===== src/rtl/iso_rx_decoder.sv =====
module iso_rx_decoder #(
  parameter int WDOG_CYCLES   = 625,
  parameter int OE_STAGES     = 2,
  parameter bit DEFAULT_LEVEL = 1'b1
) (
  input  logic clk,
  input  logic rst_n,
  input  logic set_pulse,
  input  logic clr_pulse,
  input  logic oe_req,
  input  logic oe_floating,
  output logic data_out,
  output logic drive_en,
  output logic link_idle,
  output logic proto_err
);
  localparam int CW = $clog2(WDOG_CYCLES + 1);
  localparam logic [CW-1:0] WD_MAX = CW'(WDOG_CYCLES);

  logic          latch_q;
  logic [CW-1:0] quiet_cnt;
  logic          clash_q;
  logic [OE_STAGES-1:0] oe_pipe;

  wire valid  = set_pulse ^ clr_pulse;
  wire clash  = set_pulse & clr_pulse;
  wire oe_eff = oe_floating | oe_req;

  always_ff @(posedge clk or negedge rst_n)
    if (!rst_n)     latch_q <= DEFAULT_LEVEL;
    else if (valid) latch_q <= set_pulse;

  always_ff @(posedge clk or negedge rst_n)
    if (!rst_n)                 quiet_cnt <= '0;
    else if (valid)             quiet_cnt <= '0;
    else if (quiet_cnt != WD_MAX) quiet_cnt <= quiet_cnt + CW'(1);

  always_ff @(posedge clk or negedge rst_n)
    if (!rst_n) clash_q <= 1'b0;
    else        clash_q <= clash;

  generate
    if (OE_STAGES == 1) begin : g_oe_one
      always_ff @(posedge clk or negedge rst_n)
        if (!rst_n) oe_pipe <= '0;
        else        oe_pipe <= oe_eff;
    end else begin : g_oe_chain
      always_ff @(posedge clk or negedge rst_n)
        if (!rst_n) oe_pipe <= '0;
        else        oe_pipe <= {oe_pipe[OE_STAGES-2:0], oe_eff};
    end
  endgenerate

  assign link_idle = (quiet_cnt == WD_MAX);
  assign drive_en  = oe_pipe[OE_STAGES-1];
  assign data_out  = drive_en & (link_idle ? DEFAULT_LEVEL : latch_q);
  assign proto_err = clash_q;
endmodule


===== config.mk =====
export PLATFORM = sky130hd
export DESIGN_NAME = iso_rx_decoder
export DESIGN_NICKNAME = d
export VERILOG_FILES = /design/src/rtl/iso_rx_decoder.sv
export SDC_FILE = /design/constraint.sdc
export NUM_CORES = 1
export LEC_CHECK = 0
export BUFFER_PORTS_ARGS = -buffer_cell sky130_fd_sc_hd__buf_4
export CAP_MARGIN = 25
export CORE_AREA = 4 4 41 43
export CTS_BUF_LIST = sky130_fd_sc_hd__clkbuf_8
export CTS_CLUSTER_DIAMETER = 40
export DETAILED_ROUTE_END_ITERATION = 6
export DIE_AREA = 0 0 45 47
export GPL_TIMING_DRIVEN = 0
export PLACE_DENSITY_LB_ADDON = 0.08
export SKIP_LAST_GASP = 1
export SLEW_MARGIN = 25
export SYNTH_ARGS = -nofsm -noshare
export SYNTH_HDL_FRONTEND = slang
export SYNTH_SLANG_ARGS = --single-unit

===== constraint.sdc =====
create_clock -name clk -period 1.7 [get_ports clk]
set_input_delay 0 -clock clk [delete_from_list [all_inputs] [get_ports clk]]
set_output_delay 0 -clock clk [all_outputs]
set_load 0.05 [all_outputs]

==> metrics.txt, run 1 <==
Synth Register Bits=14; Int Pwr=roughly 0.62 mW; Core Rows=13; flop-to-flop setup slack=0.07 ns; clk root buf=clkbuf_8; Final setup viols=0; Starting DRT DRC Count=6; buffers and inverters on the worst path=2; crit path from=quiet_cnt[1]; grt ovf=0; CP required=approximately 1.7 ns; Slowest-stage cell, CP=dfrtp_1; Die Ht=about 47 microns; critical path data arrival time=1.64 ns; global placement routability congestion=a little under 0.8; CP Depth=6; CTS clk-pin slew, worst paths=0.06 ns; syn_nets=70; fill cell count=98; delay-heaviest family, CP=flip-flops; DIE AREA=around 0.0021 sq mm; Worst Hold Class=in -> reg; global-route wire length before repair=2.546 mm; reg2reg path depth=6; worst reg2reg path startpoint=quiet_cnt[1]; Slew @ Worst Pin=about 0.43 ns; post-route ant nets=0; CTS Buf Count=3; area leader, netlist=dfrtp_1; Max Cap Viol=0; wire per inst=15.27 microns; clk_lat worst skew=roughly 0.25 ns; Buffers on Ports=9; sw power=0.2078 mW; Final #Nets=92; Mapped Area=681.9 sq um; Die W=~45 microns; CTS sink count=14; worst r2r dst=quiet_cnt[0]; vias in the first global route=554; initial antenna violation count=0; P_leak=~0.39 nW; All-Layer GR Usage=0.1709; I/O pins=10; period utilization=0.9641; Pwr per Cell Area=approximately 900 mW/mm^2; dpl hpwl=a little under 900 microns; clock power share=0.391; CTS tree=built; synth-to-layout area growth=31.56%; # diodes=0; Yosys warnings=0; Power, Total=about 0.83 mW; Max stage delay on crit path=around 0.40 ns; Fmax=between 600 and 700 MHz; top cell type's share of synthesized area=0.4771; final instance area=897.1 sq um; final slew viol count=0; CP Cell Sequence=inv_1 -> ha_1 -> nand4b_1 -> nor3_4 -> o21a_1 -> buf_6; Core Footprint=~0.0013 sq mm; Final Hold Fails=0; hold slack=0.004993 ns; Mapped Cells=about 60; crit end category=primary output; layout cells sized above 1=0.3049; Slew headroom=0.7165; status=finished clean; crit start category=flop; final wirelength=between 1 and 1.5 mm; sequential cell area fraction in the yosys report=0.5156; DRC=0; Synth Area per Inst=~11 sq um; worst vdd ir=between 0.5 and 0.6 mV; routed via count=a little over 500; H-Tree Depth=1; fin crit period=1.639 ns; Net Sw Frac=0.2506; largest net degree at the start of global routing=15; drt pass-1 iters=4; Reg power frac=0.451; Cell Area, Placed=between 700 and 800 sq um; CP max FO=4; Logic pwr share=0.157; CP endpoint=data_out; Setup Skew=between 0.001 and 0.0015 ns; Synth area leaders=dfrtp_1, ha_1, mux2_4; Vias/cell=approximately 5.3; unique cell type count in the Yosys netlist=27; Clock Path Buffers=2; Initial Utilization=0.5240; crit path kind=reg -> out
==> cell type report <==
cell class                 instances  area [sq um]  share of cell area
multi-input combinational         44         319.1              0.3556
buffer                             1         3.754            0.004184
clock buffer                       4         55.05             0.06137
inverter                           2         7.507            0.008368
tap                               15         18.77             0.02092
sequential                        14         351.6              0.3919
timing repair buffer              17         141.4              0.1576
==> worst register-to-register path, delay by kind of cell (launching register included) <==
kind	cells	cell delay, ns
multiplexers	1	0.29
flip-flops	1	0.40
buffers and inverters	2	0.27
AND/OR/NAND/NOR	2	0.40
adder cells (fa/ha/maj)	1	0.16
==> state kept, by name, summed over array words and instances, names as in the netlist <==
signal     count
latch_q        1
proto_err      1
quiet_cnt     10
oe_pipe        2
==> how the worst min path moves through the flow <==
stage	startpoint	endpoint	slack, ns	cells after the start
final	set_pulse	proto_err	0.005	2
after CTS	set_pulse	proto_err	0.003	2
after global routing	set_pulse	proto_err	0.02	2
after detailed placement	rst_n	proto_err	-0.14	1
after global placement	rst_n	proto_err	-0.14	1
after floorplan	rst_n	oe_pipe[0]	-0.30	0
==> cell usage after synthesis <==
cell / count
o21a_1: 1
inv_1: 2
nor2_1: 5
a211oi_1: 1
nor2b_1: 1
dfrtp_1: 13
o31ai_1: 2
mux2_2: 1
or4_1: 2
or3_4: 1
ha_1: 3
nand4_1: 2
nor3_4: 1
clkbuf_1: 1
xnor2_1: 1
nand3_1: 4
nor3_1: 1
mux2_4: 2
nand2_1: 1
nand2_2: 1
o21ai_0: 3
dfstp_2: 1
or3_1: 3
or2_2: 1
nand4b_1: 1
xor2_1: 2
a21oi_1: 4
==> stage by stage <==
step / util / setup TNS [ns] / setup slack, ns / instances
detailed placement: 0.5904 / 0 / 0.1121 / 85
floorplan: - / -0.3447 / -0.1284 / 61
global placement: 0.5904 / 0 / 0.1147 / 85
CTS: 0.6750 / 0 / 0.01563 / 95
global route: 0.6894 / -0.05424 / -0.01868 / 97
finish: 0.6894 / 0 / 0.06104 / 97
==> repair_timing <==
action                     4_1_cts  5_1_grt
setup endpoints to repair        1        3
hold buffers                     4        0
buffers inserted                 2        2
resized for setup                0        1
hold endpoints to repair        16        0
pin swaps                        1        1
==> power groups by stage <==
stage	combinational (mW)	clock, mW	sequential, mW
final	0.131	0.324	0.374
after global routing	0.142	0.344	0.379
after CTS	0.128	0.330	0.374
after detailed placement	0.119	0	0.379
after global placement	0.117	0	0.378
after floorplan	0.0747	0	0.384
==> kinds of logic after synthesis <==
group,share of synthesized area
adder cells (fa/ha/maj),0.05505
flip-flops,0.5156
buffers and inverters,0.01651
multiplexers,0.06055
AO/OA/AOI/OAI,0.09541
XOR/XNOR,0.03854
AND/OR/NAND/NOR,0.2184
==> placed cells by master (no fill, tap or decap), types with 2 or more instances in the layout <==
master / n
nand4_1: 2
xor2_1: 2
or4_1: 2
clkbuf_8: 4
o31ai_1: 2
a21oi_1: 4
o21ai_0: 3
dlygate4sd3_1: 4
buf_4: 12
mux2_4: 2
or3_1: 3
dfrtp_1: 13
nand3_1: 4
ha_1: 3
inv_1: 2
nor2_1: 5
==> layer usage <==
| metal | wire length, microns | global-route usage | vias up |
|---|---|---|---|
| li1 | - | - | 263 |
| met1 | 653 | 0.2190 | 239 |
| met2 | 751 | 0.2712 | 12 |
| met3 | 55 | 0.03831 | 2 |
| met4 | 20 | 0.08772 | 0 |
| met5 | 0 | 0 | - |
No activity file was read; power rests on OpenSTA's default activity.
==> inputs of run 2 (changes only) <==
==> constraint.sdc (replaced) <==
create_clock -name clk -period 1.7 [get_ports clk]
set_input_delay 0.17 -clock clk [delete_from_list [all_inputs] [get_ports clk]]
set_output_delay 0.17 -clock clk [all_outputs]
set_load 0.05 [all_outputs]
==> metrics.txt, run 2 (same netlist as run 1, synthesis figures left out) <==
worst reg2reg path startpoint=quiet_cnt[3]; DRC=0 (unchanged); violated checks=setup timing; H-Tree Depth=1 (unchanged); drt pass-1 iters=4 (unchanged); Setup Skew=0.001696 ns (+0.0002295 ns); grt ovf=0 (unchanged); Worst Hold Class=in -> reg; Max Cap Viol=0 (unchanged); hold slack=0.1143 ns (+0.1094 ns); routed via count=541 (+4.8%); worst hold stages=2 (unchanged); most frequent cells in the layout=buf_4, dfrtp_1, nor2_1; Slew @ Worst Pin=0.4283 ns (+0.002966 ns); Buffers on Ports=9 (unchanged); CP required=1.53 ns (-0.17 ns); clk_lat worst skew=0.24 ns (about the same); crit end category=primary output; vias in the first global route=546 (-1.4%); crit path kind=reg -> out; crit start category=flop; All-Layer GR Usage=0.1590 (-0.01191); CTS sink count=14 (unchanged); setup TNS=-0.04345 ns (-0.04345 ns); CTS clk-pin slew, worst paths=0.06 ns (about the same); Multi-input gate area=326.6 sq um (+2.4%); fill cell count=83 (-15%); # diodes=0 (unchanged); fin crit period=1.743 ns (+0.1045 ns); Slowest-stage cell, CP=or3_4; Layout Cells excl Fill=97 (unchanged); worst vdd ir=0.5361 mV (-5.8%); reg2reg path depth=4 (-2); max reg flops=10 (unchanged); Die W=45 microns (unchanged); Min-Delay Startpoint=oe_floating; status=finished with violations; Final Hold Fails=0 (unchanged); Core Footprint=0.001301 sq mm (unchanged); global-route wire length before repair=2.332 mm (-8.4%); Fmax=573.6 MHz (-6.0%); critical path data arrival time=1.57 ns (-0.07 ns); CTS tree=built; top flop regs=quiet_cnt: 10 flops, oe_pipe: 2 flops; largest net degree at the start of global routing=15 (unchanged); Final #Nets=92 (unchanged); Slew headroom=0.7145 (-0.001978); final wirelength=1.386 mm (-6.4%); Setup WS post-layout=-0.04345 ns (-0.1045 ns); post-route ant nets=0 (unchanged); clk root buf=clkbuf_8; initial antenna violation count=0 (unchanged); flop-to-flop setup slack=0.07 ns (about the same); Max stage delay on crit path=0.40 ns (about the same); wire per inst=14.29 microns (-6.4%); pre-CTS setup slack=0.005327 ns (-0.1068 ns); Die Ht=47 microns (unchanged); Initial Utilization=0.5240 (unchanged); I/O pins=10 (unchanged); most common cell after layout, fill and taps aside=buf_4; area taken by flip-flops and latches=352.8 sq um (+0.36%); CP max FO=4 (unchanged); Clock Path Buffers=2 (unchanged); Hold EP=oe_pipe[0]; RSZ-0062 raised after global routing=yes; CP Cell Sequence=or3_4 -> nor3_4 -> o21a_4 -> buf_8; synth-to-layout area growth=32.29%; period utilization=1.026 (+0.06146); CTS Buf Count=3 (unchanged); Core Rows=13 (unchanged); global placement routability congestion=0.7637 (-0.61%); Biggest register=quiet_cnt; worst r2r dst=quiet_cnt[0]; dpl hpwl=836.3 microns (-4.3%); Starting DRT DRC Count=22 (+16); P_leak=0.3896 nW (+0.88%); DIE AREA=0.002115 sq mm (unchanged); Pwr per Cell Area=930.3 mW/mm^2 (+0.63%); Vias/cell=5.577 (+4.8%); final slew viol count=0 (unchanged); Final setup viols=1 (+1); dpl cells=85 (unchanged); layout cells sized above 1=0.3659 (+0.06098)
==> run 2: cell count changes in the layout (fill, tap and decap cells not counted), sizes merged <==
cell	delta
dlygate4sd3	-3
buf	+3
==> run 2: worst max path at each step <==
stage,cells after the start,to,from
after global routing,4,data_out,quiet_cnt[3]
final,4,data_out,quiet_cnt[3]
after CTS,6,data_out,quiet_cnt[1]
after detailed placement,4,data_out,quiet_cnt[3]
after global placement,4,data_out,quiet_cnt[3]
after floorplan,3,data_out,quiet_cnt[3]
==> run 2: cell type report <==
| class | count | area share |
|---|---|---|
| tap | 15 | 0.02080 |
| inverter | 2 | 0.008322 |
| sequential | 14 | 0.3911 |
| multi-input combinational | 44 | 0.3620 |
| clock buffer | 4 | 0.06103 |
| timing repair buffer | 17 | 0.1526 |
| buffer | 1 | 0.004161 |
==> run 2: power breakdown <==
group	internal [mW]	switching, mW	total [mW]
Clock	0.205	0.113	0.318
Sequential	0.356	0.0166	0.372
Combinational	0.0731	0.0758	0.149
==> run 2: what timing repair did <==
action                                  CTS  global route
endpoints found under the setup margin    2             3
hold buffers                              1             0
pin swaps                                 1             1
hold endpoints to repair                 14             0
buffers inserted                          5             2
resized for setup                         3             0
==> run 2: critical path, delay by kind of cell, from the launching register on <==
family,cells,cell delay [ns]
AO/OA/AOI/OAI,1,0.16
buffers and inverters,1,0.13
flip-flops,1,0.38
AND/OR/NAND/NOR,2,0.65
==> run 2: through the flow <==
step	power (mW)	cell area [sq um]	utilization
floorplan	0.4638	689.4	-
global placement	0.4988	775.7	0.5962
detailed placement	0.5011	775.7	0.5962
CTS	0.8489	887.1	0.6817
global route	0.8775	902.1	0.6933
finish	0.8392	902.1	0.6933
==> run 2: metal layers <==
layer | up-vias | GRT usage | wire length, microns
li1 | 262 | - | -
met1 | 262 | 0.1838 | 631
met2 | 13 | 0.2571 | 665
met3 | 4 | 0.03448 | 58
met4 | 0 | 0.1228 | 30
met5 | - | 0 | 0
